[config.mk]
export PLATFORM = sky130hd
export DESIGN_NAME = spi_chain_slave
export DESIGN_NICKNAME = d
export VERILOG_FILES = /design/src/rtl/spi_chain_pkg.sv /design/src/rtl/spi_sync.sv /design/src/rtl/spi_frame_check.sv /design/src/rtl/spi_chain_slave.sv
export SDC_FILE = /design/constraint.sdc
export NUM_CORES = 1
export LEC_CHECK = 0
export ABC_AREA = 1
export BUFFER_PORTS_ARGS = -buffer_cell sky130_fd_sc_hd__buf_2
export CAP_MARGIN = 20
export CORE_ASPECT_RATIO = 1.4
export CORE_MARGIN = 2
export CORE_UTILIZATION = 29
export DETAILED_ROUTE_END_ITERATION = 8
export HOLD_SLACK_MARGIN = 0.12
export PLACE_DENSITY = 0.51
export SLEW_MARGIN = 20
export SYNTH_ARGS = -nofsm -noshare
export SYNTH_HDL_FRONTEND = slang
export SYNTH_HIERARCHICAL = 1
export SYNTH_SLANG_ARGS = --single-unit
[constraint.sdc]
create_clock -name clk -period 2.2 [get_ports clk]
set_clock_uncertainty 0.2 [all_clocks]
set_input_delay 0.22 -clock clk [delete_from_list [all_inputs] [get_ports clk]]
set_output_delay 0.22 -clock clk [all_outputs]
set_load 0.005 [all_outputs]
[src/rtl/spi_chain_pkg.sv]
package spi_chain_pkg;
    localparam int unsigned CMD_W   = 16;
    localparam int unsigned GROUP_W = 8;

    typedef struct packed {
        logic             active;
        logic             started;
        logic             csb_prev;
        logic             sclk_prev;
        logic [CMD_W-1:0] sh;
        logic             so;
        logic             oe;
        logic [CMD_W-1:0] cmd;
        logic             cmd_v;
    } port_state_t;
endpackage

[src/rtl/spi_sync.sv]
module spi_sync #(
    parameter int unsigned W       = 3,
    parameter int unsigned STAGES  = 2,
    parameter logic [W-1:0] RST_VAL = '0
) (
    input  logic         clk,
    input  logic         rst_n,
    input  logic [W-1:0] d,
    output logic [W-1:0] q
);
    logic [W-1:0] stg_q [STAGES];
    logic [W-1:0] stg_d [STAGES];

    always_comb begin
        stg_d[0] = d;
        for (int i = 1; i < STAGES; i++) stg_d[i] = stg_q[i-1];
    end

    generate
        for (genvar g = 0; g < STAGES; g++) begin : g_stage
            always_ff @(posedge clk or negedge rst_n) begin
                if (!rst_n) stg_q[g] <= RST_VAL;
                else        stg_q[g] <= stg_d[g];
            end
        end
    endgenerate

    assign q = stg_q[STAGES-1];
endmodule

[src/rtl/spi_frame_check.sv]
module spi_frame_check #(
    parameter int unsigned WORD_W  = 16,
    parameter int unsigned GROUP_W = 8
) (
    input  logic clk,
    input  logic rst_n,
    input  logic clear,
    input  logic bit_stb,
    output logic ok
);
    localparam int unsigned CNT_W = $clog2(WORD_W + 1);
    localparam int unsigned GRP_W = $clog2(GROUP_W);

    typedef struct packed {
        logic [CNT_W-1:0] cnt;
        logic [GRP_W-1:0] grp;
    } fc_t;

    fc_t st_d, st_q;

    always_comb begin
        st_d = st_q;
        if (clear) begin
            st_d = '0;
        end else if (bit_stb) begin
            if (st_q.cnt != CNT_W'(WORD_W)) begin
                st_d.cnt = st_q.cnt + 1'b1;
            end else if (st_q.grp == GRP_W'(GROUP_W - 1)) begin
                st_d.grp = '0;
            end else begin
                st_d.grp = st_q.grp + 1'b1;
            end
        end
    end

    always_ff @(posedge clk or negedge rst_n) begin
        if (!rst_n) st_q <= '0;
        else        st_q <= st_d;
    end

    assign ok = (st_q.cnt == CNT_W'(WORD_W)) && (st_q.grp == '0);
endmodule

[src/rtl/spi_chain_slave.sv]
module spi_chain_slave
    import spi_chain_pkg::*;
#(
    parameter int unsigned SYNC_STAGES = 2,
    parameter int unsigned GRP_BITS    = spi_chain_pkg::GROUP_W
) (
    input  logic             clk,
    input  logic             rst_n,
    input  logic             enable,
    input  logic             csb_n,
    input  logic             sclk,
    input  logic             si,
    input  logic [CMD_W-1:0] status_word,
    input  logic             fault_pre,
    output logic             so,
    output logic             so_oe,
    output logic [CMD_W-1:0] cmd_word,
    output logic             cmd_valid
);
    localparam logic [2:0] SYNC_RST = 3'b100;

    logic [2:0] raw_in, sync_out;
    logic       csb_s, sclk_s, si_s;
    logic       fc_ok, fc_clear, fc_bit;
    logic       cs_fall, cs_rise, ck_rise, ck_fall;

    port_state_t st_d, st_q;

    assign raw_in = {csb_n, sclk, si};

    spi_sync #(.W(3), .STAGES(SYNC_STAGES), .RST_VAL(SYNC_RST)) i_sync (
        .clk(clk), .rst_n(rst_n), .d(raw_in), .q(sync_out)
    );

    assign csb_s  = sync_out[2];
    assign sclk_s = sync_out[1];
    assign si_s   = sync_out[0];

    spi_frame_check #(.WORD_W(CMD_W), .GROUP_W(GRP_BITS)) i_frame (
        .clk(clk), .rst_n(rst_n), .clear(fc_clear), .bit_stb(fc_bit), .ok(fc_ok)
    );

    always_comb begin
        cs_fall  = enable && st_q.csb_prev && !csb_s;
        cs_rise  = enable && st_q.active && !st_q.csb_prev && csb_s;
        ck_rise  = !st_q.sclk_prev && sclk_s;
        ck_fall  = st_q.sclk_prev && !sclk_s;
        fc_clear = !enable || cs_fall;
        fc_bit   = enable && st_q.active && st_q.started && ck_fall && !cs_rise;

        st_d       = st_q;
        st_d.cmd_v = 1'b0;
        if (!enable) begin
            st_d           = '0;
            st_d.csb_prev  = 1'b1;
            st_d.sclk_prev = sclk_s;
        end else begin
            st_d.csb_prev  = csb_s;
            st_d.sclk_prev = sclk_s;
            if (cs_fall) begin
                st_d.active  = 1'b1;
                st_d.started = 1'b0;
                st_d.sh      = status_word;
                st_d.oe      = 1'b1;
            end else if (st_q.active) begin
                if (cs_rise) begin
                    st_d.active  = 1'b0;
                    st_d.started = 1'b0;
                    st_d.oe      = 1'b0;
                    if (fc_ok) begin
                        st_d.cmd   = st_q.sh;
                        st_d.cmd_v = 1'b1;
                    end
                end else begin
                    if (ck_rise) begin
                        st_d.started = 1'b1;
                        st_d.so      = st_q.sh[CMD_W-1];
                    end
                    if (ck_fall && st_q.started) begin
                        st_d.sh = {st_q.sh[CMD_W-2:0], si_s};
                    end
                end
            end
        end
    end

    always_ff @(posedge clk or negedge rst_n) begin
        if (!rst_n) begin
            st_q          <= '0;
            st_q.csb_prev <= 1'b1;
        end else begin
            st_q <= st_d;
        end
    end

    assign so        = (st_q.active && !st_q.started) ? (fault_pre | si_s) : st_q.so;
    assign so_oe     = st_q.oe;
    assign cmd_word  = st_q.cmd;
    assign cmd_valid = st_q.cmd_v;
endmodule

==> flow_summary.json, run 1 <==
{
  "wl_um": 6805,
  "hold_viol_final": 0,
  "combPwrFrac_pct": 10.6,
  "grt.busiest_layer": "met2",
  "cap_violations": 0,
  "cts.reportedPaths.clkPinSlew_ns": 0.07,
  "synth_cell_types": 26,
  "status": "finished clean",
  "crit_arrival_ns": 1.86,
  "cts_tree": "built",
  "timing.rr.start": "i_frame/st_q[3]",
  "power_w": 0.002175,
  "yosysSeqAreaShare_pct": 47.08,
  "reg2reg_slack_ns": 0.32,
  "swShare_pct": 23.55,
  "num_rows": 42,
  "coreArea_um2": 9459,
  "p_leak_nw": 1.889,
  "finalSetupViolations": 0,
  "critPathLaunch": "i_frame/st_q[3]",
  "r2r_end": "cmd_word[10]",
  "num-nets-final": 434,
  "syn-cell-area_um2": 2825,
  "worst-path-max-fanout": 16,
  "grt_use_total_pct": 13.83,
  "power.share.clock_pct": 42.2,
  "wl_per_cell_um": 13.16,
  "tns_ns": 0,
  "drv_slew": 0,
  "met3_usage_pct": 2.457,
  "peakVddDrop_v": 0.0002768,
  "drt_iter0_markers": 120,
  "hold_end": "st_q[37]",
  "grt.overflow.total": 0,
  "use_met2_pct": 25.62,
  "final_layout_size_suffix_gt1_share_pct": 19.41,
  "grt_max_degree": 54,
  "hold_path_class": "primary input to register",
  "p_per_area_nw_per_um2": 636.6,
  "finalCritPeriodShare_pct": 85.38,
  "io_pins": 42,
  "critPathRequiredTime_ns": 2.18,
  "post_cts.repair.setup_buffers": 0,
  "port_buffers": 41,
  "dr.pass1.iters": 4,
  "ant_nets": 0,
  "cp-end-kind": "register",
  "num_vias": 2371,
  "layout_commonest_cell": "nand2_1",
  "min_period_ns": 1.878,
  "mostFrequentLayoutCells": "137 x nand2_1, 50 x dfrtp_1, 41 x buf_2",
  "cts_max_level": 2,
  "holdPathStages": 5,
  "tightest_slew_ns": 0.4995,
  "grt_pass1_vias": 2373,
  "p_seq_share_pct": 47.2,
  "cts_buffer_depth": 2,
  "antenna_found_initial": 0,
  "cts.sinks": 53,
  "startpoint_type": "register",
  "rsz0062_at_grt": "false",
  "cts-buffers-inserted": 5,
  "synth_cells": 361,
  "dieHeight_um": 120.8,
  "initial_core_util_pct": 29.87,
  "fp.dieW_um": 87.42,
  "p_sw_w": 0.0005123,
  "syn-mean-instance-area_um2": 7.826,
  "dieArea_um2": 10560,
  "worstSkewPairLatency_ns": 0.29,
  "root_buffer": "clkbuf_16",
  "p_int_w": 0.001663,
  "crit_type": "register to register",
  "drt-vias-per-instance": 4.586,
  "slew_headroom_pct": 66.62,
  "hold_slack_ns": 0.1450,
  "antenna_cells": 0,
  "gp_congestion": 0.8084,
  "synth_warnings": 6,
  "drc_errors": 0,
  "synth_seq_cells": 53,
  "reg2regPathDepth": 11,
  "dpl.hpwl_um": 4603,
  "area_delta_synth_final_pct": 20.95,
  "grt_pass1_wl_um": 11320,
  "synth_nets": 389,
  "holdCritStartpoint": "enable",
  "gr-usage-met1_pct": 15.67,
  "timing.fmax_ghz": 0.5324
}
[power by group through the flow]
stage | combinational, W | clock, W | sequential (W)
2_1_floorplan | 0.000125 | 0 | 0.00104
3_3_place_gp | 0.000206 | 0 | 0.00105
3_5_place_dp | 0.000209 | 0 | 0.00105
4_1_cts | 0.000236 | 0.000954 | 0.00103
5_1_grt | 0.000260 | 0.000984 | 0.00103
6_report | 0.000230 | 0.000918 | 0.00103
[worst max-delay path, cell delays in order (launching register included)]
cell     delay (ns)
dfrtp_1        0.42
inv_1          0.10
ha_1           0.14
nand2_1        0.04
inv_1          0.10
nand2_1        0.07
nor3b_2        0.20
inv_1          0.10
nor2_4         0.15
nor2_4         0.10
nand2_1        0.09
nand2_1        0.05
[flip-flops by register name (all words and copies together), names as in the netlist]
name          flops
i_frame/st_q      8
cmd_word         16
i_sync/q          3
i_sync/stg_d      3
st_q             21
cmd_valid         1
so_oe             1
[Yosys cell counts (all sizes together)]
cell	count	area [um2]
a21oi	20	122.6
buf	32	214.0
clkbuf	2	7.510
dfrtp	50	1251
dfstp	3	78.83
ha	5	62.56
inv	39	146.4
nand2	141	549.3
nand3	28	150.1
nand4	20	125.1
nor2	10	55.06
nor3b	1	7.510
nor4	1	6.260
o21ai	8	40.03
xor2	1	8.760
[repair_timing]
item | CTS | global route
endpoints found under the setup margin | 0 | 1
hold endpoints to repair | 71 | 0
resized for setup | 0 | 1
hold buffers | 19 | 0
[how the worst max path moves through the flow]
stage	end	slack, ns
global route	cmd_word[7]	0.12
CTS	cmd_word[10]	0.19
floorplan	i_frame/st_q[4]	0.14
global placement	cmd_word[7]	0.26
finish	cmd_word[10]	0.32
detailed placement	cmd_word[10]	0.22
[metrics by stage]
stage / setup slack [ns] / area [um2] / utilization [%] / std cells
finish: 0.3217 / 3417 / 36.12 / 517
global route: 0.1161 / 3417 / 36.12 / 517
CTS: 0.1918 / 3412 / 36.07 / 517
detailed placement: 0.2219 / 3049 / 32.24 / 490
global placement: 0.2559 / 3049 / 32.24 / 490
floorplan: 0.1387 / 2825 / - / 361
[routing by layer]
layer	share of wire (%)	vias up	wire, um
li1	-	1211	-
met1	43	1125	2925
met3	2.2	7	149
met4	1.4	0	96
met5	0	-	0
met2	53	28	3633
[layout make-up]
class                           instances  area (um2)
Fill cell                             998        6042
Tap cell                              110       137.6
Multi-Input combinational cell        235        1132
Inverter                               39       146.4
Clock inverter                          1       30.03
Timing Repair Buffer                   72       498.0
Clock buffer                            7       142.6
Sequential cell                        53        1330
[logic make-up (layout without fill, tap and decap cells)]
family,Yosys count,in the layout,synth area share [%]
flip-flops,53,53,47.08
buffers and inverters,73,119,13.02
AO/OA/AOI/OAI,28,28,5.757
XOR/XNOR,1,1,0.3101
AND/OR/NAND/NOR,201,201,31.62
adder cells (fa/ha/maj),5,5,2.214
Power figures use the tool's default switching activity.
==> inputs of run 2 (changes only) <==
Settings changed: CORE_MARGIN 2 to 3, REMOVE_ABC_BUFFERS from default to 1.
==> flow_summary.json, run 2 (same netlist as run 1, synthesis figures left out) <==
{
  "coreArea_um2": 9459,
  "cts.reportedPaths.clkPinSlew_ns": 0.07,
  "hold_viol_final": 0,
  "fp.dieW_um": 89.42,
  "num_rows": 42,
  "cap_violations": 0,
  "slew_headroom_pct": 53.72,
  "area_delta_synth_final_pct": 21.57,
  "cts-buffers-inserted": 5,
  "initial_core_util_pct": 29.87,
  "wl_per_cell_um": 12.80,
  "peakVddDrop_v": 0.0002642,
  "dpl.hpwl_um": 4472,
  "fin_cells": 520,
  "largest_reg_flops": 21,
  "hold_path_class": "primary input to register",
  "port_buffers": 41,
  "finalSetupViolations": 0,
  "crit_type": "primary input to register",
  "startpoint_type": "primary input",
  "num-nets-final": 437,
  "cp_num_buf_inv": 4,
  "reg2reg_slack_ns": 0.28,
  "cp-end-kind": "register",
  "status": "finished clean",
  "root_buffer": "clkbuf_16",
  "grt_max_degree": 54,
  "dr.pass1.iters": 4,
  "p_per_area_nw_per_um2": 634.9,
  "hold_slack_ns": 0.1265,
  "mostFrequentLayoutCells": "137 x nand2_1, 50 x dfrtp_1, 40 x buf_2",
  "r2r_end": "cmd_word[5]",
  "drt-vias-per-instance": 4.560,
  "dieArea_um2": 10980,
  "critPathRequiredTime_ns": 2.18,
  "slowest_stage": "dlygate4sd3_1",
  "p_leak_nw": 1.896,
  "cts_max_level": 2,
  "grt_pass1_vias": 2305,
  "num_vias": 2371,
  "worstSkewPairLatency_ns": 0.29,
  "cts.sinks": 53,
  "cpMostUsedCell": "o21ai_0",
  "grt_pass1_wl_um": 11010,
  "crit_family": "buffers and inverters",
  "wl_um": 6654,
  "worst-path-max-fanout": 4,
  "drt-met1-wl_um": 2976,
  "final_layout_size_suffix_gt1_share_pct": 19.76,
  "timing.rr.start": "i_frame/st_q[3]",
  "antenna_cells": 0,
  "dieHeight_um": 122.8,
  "timing.fmax_ghz": 0.5003,
  "rsz0062_at_grt": "false",
  "cp.depth": 10,
  "gp_congestion": 0.7600,
  "holdPathStages": 5,
  "finalCritPeriodShare_pct": 90.86,
  "wl_met2_um": 3368,
  "layout_commonest_cell": "nand2_1",
  "io_pins": 42,
  "drt_iter0_markers": 112,
  "ant_nets": 0,
  "top_register": "st_q",
  "grt.overflow.total": 0,
  "slowest_delay_ns": 0.55,
  "place_inst": 490,
  "drc_errors": 0,
  "utilization_pct": 36.31,
  "crit_arrival_ns": 1.98,
  "tns_ns": 0,
  "reg2regPathDepth": 11,
  "tightest_slew_ns": 0.6943,
  "cts_tree": "built",
  "min_period_ns": 1.999,
  "dr.max_layer_used": "met4",
  "holdCritStartpoint": "status_word[4]",
  "drv_slew": 0,
  "grt_use_total_pct": 12.84,
  "path_cells": "dlygate4sd3_1, buf_6, nand2_2, inv_2, o21ai_0, nor4_1, buf_4, nand4_1, o21ai_0, nor2_1",
  "hold_end": "st_q[23]",
  "antenna_found_initial": 0,
  "wl_met3_um": 254,
  "cts_buffer_depth": 2
}
## run 2: cell count changes in the layout (fill, tap and decap cells not counted), sizes merged
cell         delta
dlygate4sd3     +1
clkinvlp        +1
clkbuf          -1
buf             +2
## run 2: area by class of cell
class                      count  area (um2)
clock buffer                   6       138.9
clock inverter                 2       37.54
fill                         994        6025
inverter                      39       146.4
multi-input combinational    235        1127
sequential                    53        1330
tap                          110       137.6
timing repair buffer          75       516.7
## run 2: where the power goes
part	internal [W]	switching [W]
Sequential	0.00100	0.0000228
Combinational	0.0000904	0.000139
Clock	0.000568	0.000356
Total	0.00166	0.000518
## run 2: per-stage QoR
stage | total power (W) | area, um2 | setup WS [ns]
2_1_floorplan | 0.001141 | 2604 | -0.4177
3_3_place_gp | 0.001247 | 3037 | 0.2886
3_5_place_dp | 0.001247 | 3037 | 0.2804
4_1_cts | 0.002209 | 3413 | 0.07890
5_1_grt | 0.002277 | 3435 | 0.05409
6_report | 0.002181 | 3435 | 0.2012
## run 2: worst max-delay path by stage
stage	endpoint	from
after floorplan	cmd_word[0]	i_frame/st_q[3]
after global routing	st_q[23]	enable
after CTS	i_frame/st_q[7]	enable
final	i_frame/st_q[7]	enable
after global placement	st_q[34]	i_sync/q[2]
after detailed placement	cmd_word[1]	i_frame/st_q[3]
## run 2: worst min-delay path: stages
cell	delay [ns]
buf_2	0.10
nand4_1	0.09
a21oi_1	0.08
nand2_1	0.06
nand2_1	0.04
## run 2: repair_timing
item	in CTS	in global routing
setup buffers	0	2
hold endpoints to repair	69	0
hold buffers	20	0
endpoints found under the setup margin	0	5
resized for setup	0	3
## run 2: layer usage
layer,vias to the layer above,track usage (%)
li1,1219,-
met1,1097,16.31
met2,50,22.65
met3,5,1.813
met4,0,3.073
met5,-,0
